===== src/rtl/relbr_pkg.sv =====
package relbr_pkg;

    typedef enum logic [1:0] {
        BR_ALWAYS = 2'b00,
        BR_IF_NZ  = 2'b01,
        BR_IF_Z   = 2'b10,
        BR_LOOP   = 2'b11
    } br_kind_e;

    localparam int CYC_SHORT = 2;
    localparam int CYC_MID   = 3;
    localparam int CYC_LONG  = 4;

endpackage


===== src/rtl/relbr_decide.sv =====
module relbr_decide
    import relbr_pkg::*;
#(
    parameter int REG_W = 8,
    parameter int CNT_W = 3
) (
    input  br_kind_e         kind,
    input  logic             zflag,
    input  logic [REG_W-1:0] b_in,
    output logic             taken,
    output logic [REG_W-1:0] b_next,
    output logic [CNT_W-1:0] cost
);

    logic [REG_W-1:0] b_dec;

    always_comb begin
        b_dec  = b_in - REG_W'(1);
        b_next = b_in;
        taken  = 1'b0;
        cost   = CNT_W'(CYC_SHORT);
        unique case (kind)
            BR_ALWAYS: begin
                taken = 1'b1;
                cost  = CNT_W'(CYC_MID);
            end
            BR_IF_NZ: begin
                taken = ~zflag;
                cost  = zflag ? CNT_W'(CYC_SHORT) : CNT_W'(CYC_MID);
            end
            BR_IF_Z: begin
                taken = zflag;
                cost  = zflag ? CNT_W'(CYC_MID) : CNT_W'(CYC_SHORT);
            end
            BR_LOOP: begin
                b_next = b_dec;
                taken  = (b_dec != '0);
                cost   = (b_dec != '0) ? CNT_W'(CYC_LONG) : CNT_W'(CYC_SHORT);
            end
            default: begin
                taken = 1'b0;
            end
        endcase
    end

endmodule


===== src/rtl/relbr_target.sv =====
module relbr_target #(
    parameter int PC_W   = 24,
    parameter int DISP_W = 8
) (
    input  logic [PC_W-1:0]   base,
    input  logic [DISP_W-1:0] disp,
    input  logic              taken,
    output logic [PC_W-1:0]   target
);

    localparam int EXT_W = PC_W - DISP_W;

    logic [PC_W-1:0] offset;

    always_comb begin
        offset = {{EXT_W{disp[DISP_W-1]}}, disp};
        target = taken ? (base + offset) : base;
    end

endmodule


===== src/rtl/relbr_unit.sv =====
module relbr_unit
    import relbr_pkg::*;
#(
    parameter int PC_W   = 24,
    parameter int DISP_W = 8,
    parameter int REG_W  = 8,
    parameter int CNT_W  = 3
) (
    input  logic              clk,
    input  logic              rst_n,
    input  logic              start,
    input  logic [1:0]        op_kind,
    input  logic [DISP_W-1:0] disp,
    input  logic [PC_W-1:0]   next_pc,
    input  logic              zflag,
    input  logic [REG_W-1:0]  b_in,
    output logic              busy,
    output logic              done,
    output logic              taken,
    output logic [PC_W-1:0]   pc_out,
    output logic [REG_W-1:0]  b_out,
    output logic [CNT_W-1:0]  cycles
);

    typedef struct packed {
        logic             busy;
        logic             done;
        logic [CNT_W-1:0] left;
        logic             taken;
        logic [PC_W-1:0]  pc;
        logic [REG_W-1:0] b;
        logic [CNT_W-1:0] cost;
    } unit_st_t;

    unit_st_t st_d, st_q;

    logic             dec_taken;
    logic [REG_W-1:0] dec_b;
    logic [CNT_W-1:0] dec_cost;
    logic [PC_W-1:0]  tgt_pc;

    relbr_decide #(
        .REG_W (REG_W),
        .CNT_W (CNT_W)
    ) u_decide (
        .kind   (br_kind_e'(op_kind)),
        .zflag  (zflag),
        .b_in   (b_in),
        .taken  (dec_taken),
        .b_next (dec_b),
        .cost   (dec_cost)
    );

    relbr_target #(
        .PC_W   (PC_W),
        .DISP_W (DISP_W)
    ) u_target (
        .base   (next_pc),
        .disp   (disp),
        .taken  (dec_taken),
        .target (tgt_pc)
    );

    always_comb begin
        st_d      = st_q;
        st_d.done = 1'b0;
        if (!st_q.busy && start) begin
            st_d.busy  = 1'b1;
            st_d.left  = dec_cost - CNT_W'(1);
            st_d.taken = dec_taken;
            st_d.pc    = tgt_pc;
            st_d.b     = dec_b;
            st_d.cost  = dec_cost;
        end else if (st_q.busy) begin
            if (st_q.left == '0) begin
                st_d.busy = 1'b0;
                st_d.done = 1'b1;
            end else begin
                st_d.left = st_q.left - CNT_W'(1);
            end
        end
    end

    always_ff @(posedge clk) begin
        if (!rst_n) begin
            st_q <= '0;
        end else begin
            st_q <= st_d;
        end
    end

    assign busy   = st_q.busy;
    assign done   = st_q.done;
    assign taken  = st_q.taken;
    assign pc_out = st_q.pc;
    assign b_out  = st_q.b;
    assign cycles = st_q.cost;

endmodule


===== config.mk =====
export PLATFORM = sky130hd
export DESIGN_NAME = relbr_unit
export DESIGN_NICKNAME = d
export VERILOG_FILES = /design/src/rtl/relbr_pkg.sv /design/src/rtl/relbr_decide.sv /design/src/rtl/relbr_target.sv /design/src/rtl/relbr_unit.sv
export SDC_FILE = /design/constraint.sdc
export NUM_CORES = 1
export LEC_CHECK = 0
export CORE_MARGIN = 10
export CORE_UTILIZATION = 39
export DETAILED_ROUTE_END_ITERATION = 16
export PLACE_DENSITY = 0.64
export SYNTH_ARGS = -nofsm -noshare
export SYNTH_HDL_FRONTEND = slang
export SYNTH_SLANG_ARGS = --single-unit

===== constraint.sdc =====
create_clock -name clk -period 2.4 [get_ports clk]
set_input_delay 0.36 -clock clk [delete_from_list [all_inputs] [get_ports clk]]
set_output_delay 0.36 -clock clk [all_outputs]
set_load 0.005 [all_outputs]

==> impl_metrics.py <==
metrics = {
    "drt": {
        "firstDrtPassIters": 5,
        "wl_um": 12060,
        "drt-initial-drc-count": 196,
        "drc": 0,
        "avgViaCountPerCell": 5.415,
        "wire_per_inst_um": 16.92,
        "antenna_left": 0,
        "vias": 3861,
    },
    "yosys": {
        "synth_ff_type": "dfxtp_1",
        "synth.distinct_cells": 63,
        "synth_seq_cells": 41,
        "synth_warnings": 0,
        "seq_area_frac_synth_pct": 22.88,
        "synth_edf_count": 0,
        "syn_area_um2": 3587,
        "async_reset_ff_share_pct": 0,
        "synth.net_count": 536,
        "synthCells": 461,
        "syn_avg_cell_area_um2": 7.781,
    },
    "pwr": {
        "power.clock.fraction_pct": 26.9,
        "p_int_uw": 1776,
        "p_total_uw": 2624,
        "p_seq_share_pct": 29.9,
        "switchingPower_uw": 848.1,
        "total_leakage_power_uw": 0.002314,
        "p_per_area_nw_per_um2": 486.7,
        "p_sw_share_pct": 32.32,
        "share_comb_of_total_power_pct": 43.2,
        "vdd_drop_max_uv": 311.9,
    },
    "global_routing": {
        "grt_first_pass_wirelength_um": 18950,
        "grt_usage_pct": 17.20,
        "grt_max_degree": 45,
        "grt_pass1_vias": 3918,
        "antenna_found_initial": 0,
        "grt_overflow": 0,
    },
    "setup_path": {
        "cp-start-kind": "primary input",
        "worst_r2r_endpoint": "st_q[36]",
        "reg2reg_from": "st_q[36]",
        "reg2reg_slack_ns": 0.78,
        "critPathMaxStageDelay_ns": 0.44,
        "critPathRequiredTime_ns": 2.63,
        "slowest_stage": "clkdlybuf4s50_1",
        "path_class": "primary input to flop",
        "cp_cell_sequence": "clkdlybuf4s50_1, ha_1, a211oi_2, o21bai_1, a21o_1, a211oi_1, o21ai_1, mux2_4, a211oi_2",
        "ff2ff_path_depth": 7,
        "cp_max_fo": 2,
        "critPathCaptureType": "flop",
        "crit_top_cell": "a211oi_2",
        "arrival_ns": 2.56,
    },
    "min_path": {
        "min_to": "pc_out[0]",
        "holdCritStartpoint": "next_pc[0]",
        "hold_depth": 3,
        "hold_class": "primary input to flop",
    },
    "placement": {
        "place.gp.congestion": 0.9009,
        "io_buffers": 83,
        "dpl_worst_slack_ns": -0.5463,
        "placedInstanceArea_um2": 4999,
        "post-dp-hpwl_um": 9214,
    },
    "timing": {
        "max_freq_mhz": 428.5,
        "slew_violations": 0,
        "fin_skew_ns": 0.009384,
        "worst_slew_pin_slew_ns": 0.5795,
        "setup_slack_ns": 0.06637,
        "setup_violations": 0,
        "hold_viol": 0,
        "min_period_ns": 2.334,
        "period_share_pct": 97.23,
        "relSlewSlack_pct": 60.96,
        "rsz0062_at_grt": "true",
    },
    "clocking": {
        "clock_sinks": 41,
        "clockRootBuffer": "clkbuf_8",
        "path_clk_slew_ns": 0.10,
        "clkLatencyLatePin_ns": 0.30,
        "cts_made_buffers": 5,
        "cts_tree": "done",
        "htree_levels": 2,
        "cts_buffer_depth": 2,
    },
    "floorplanning": {
        "pin_count": 84,
        "coreArea_um2": 8848,
        "start_util_pct": 40.54,
        "dieHeight_um": 115.9,
        "die_area_um2": 13430,
        "row_count": 34,
        "die_x_um": 115.9,
    },
    "final_layout": {
        "synthToLayoutAreaGrowth_pct": 50.30,
        "fin_nets": 679,
        "utilization_pct": 60.93,
        "design_area_um2": 5391,
        "drive_above_1_share_pct": 26.94,
        "insertedDiodeCount": 0,
        "fill_cells": 793,
    },
    "flow_run": {
        "cap_violations": 0,
    },
    "status": {
        "status": "finished, final reports clean",
    },
}
[state kept, by name, indices dropped and copies added, names as in the netlist]
register,cells
done,1
taken,1
b_out,8
busy,1
st_q,3
pc_out,24
cycles,3
[layout by cell type, fill, tap and decap left out, types with 3 or more instances in the layout]
cell type        Yosys  routed
buf_4               35     108
dlymetal6s2s_1       0       8
nor2b_1              4       3
mux2i_1              5       5
clkdlybuf4s50_1      0      69
o22ai_1              5       5
a21oi_2              1       6
o21a_1               3       3
nand2b_1             5       5
a211oi_1            19      18
nor2_1              36      36
and2_1               3       3
nand4_1              5       5
or3_1                5       5
o21ai_0             28      24
o21ai_1              8      11
o211ai_1             6       6
a211oi_2             3       4
dfxtp_1             41      41
nand3_1             14      13
inv_1               13      11
ha_4                 0       9
o21bai_1             3       3
ha_1                28      18
xnor2_1             11      11
clkbuf_8             0       5
nand2_1             37      36
a21oi_1             41      36
dlygate4sd2_1        0       4
a21o_1              10      10
nor3_1              12      10
a31oi_1              8       8
xor2_1              10      10
[cells in the mapped netlist (10+ instances only)]
cell type	number	share of area, %
a21oi_1	41	5.7
xor2_1	10	2.4
inv_1	13	1.4
nand3_1	14	2.0
ha_1	28	9.8
buf_4	35	7.3
dfxtp_1	41	23
nor3_1	12	1.7
a211oi_1	19	4.0
xnor2_1	11	2.7
nor2_1	36	3.8
o21ai_0	28	3.9
a21o_1	10	2.1
nand2_1	37	3.9
clkbuf_1	15	1.6
[stage by stage]
step	std cells	hold WS [ns]	TNS, ns
3_5_place_dp	700	0.4526	-5.746
2_1_floorplan	461	0.4322	0
3_3_place_gp	700	0.4461	-5.083
5_1_grt	713	0.4721	-0.02887
4_1_cts	710	0.4668	-0.05665
6_report	713	0.4530	0
[final cells by class]
type	instances	area, µm²	area share [%]
inverters	13	48.80	0.9051
repair buffers	196	1744	32.35
well taps	108	135.1	2.506
clock inverters	3	68.82	1.276
multi-input cells	347	2505	46.46
clock buffers	5	68.82	1.276
flip-flops and latches	41	820.8	15.22
[layer usage]
metal / global-route usage (%) / share of wire [%]
met1: 20.64 / 44
met2: 30.11 / 49
met3: 3.824 / 6.0
met4: 4.754 / 0.98
met5: 0 / 0
[power groups by stage]
stage               sequential [µW]  clock, µW  combinational [µW]
floorplan                       789          0                 598
global placement                800          0                1040
detailed placement              802          0                1050
CTS                             786        726                1090
global route                    793        739                1240
finish                          785        706                1130
[worst max path at each step]
stage,endpoint,slack (ns),depth (start not counted),startpoint
global placement,pc_out[22],-0.48,11,next_pc[0]
global route,pc_out[22],-0.03,9,next_pc[13]
CTS,pc_out[22],-0.06,10,disp[7]
floorplan,pc_out[22],0.16,10,disp[0]
detailed placement,pc_out[22],-0.55,11,next_pc[0]
finish,pc_out[22],0.07,9,next_pc[15]
[what timing repair did]
item	in CTS	in global routing
hold endpoints to repair	0	0
hold buffers	0	0
endpoints found under the setup margin	8	9
setup buffers	2	1
gates resized for setup	26	27
pin swaps	8	12
gates cloned	0	2
[critical path: cells and delay by family]
kind	cells	cell delay (ns)
AOI/OAI and AO/OA	6	1.12
adders and majority gates	1	0.32
buffers and inverters	1	0.44
muxes	1	0.31
[cells by family after synthesis]
group                      after synthesis  share of synthesized area, %
AOI/OAI and AO/OA                      155                         28.36
buffers and inverters                   73                         12.45
muxes                                    7                         2.128
adders and majority gates               29                         10.32
and+or+nand+nor                        135                         18.73
DFF                                     41                         22.88
xor gates and xnor gates                21                         5.127
(Power assumes the default switching activity.)
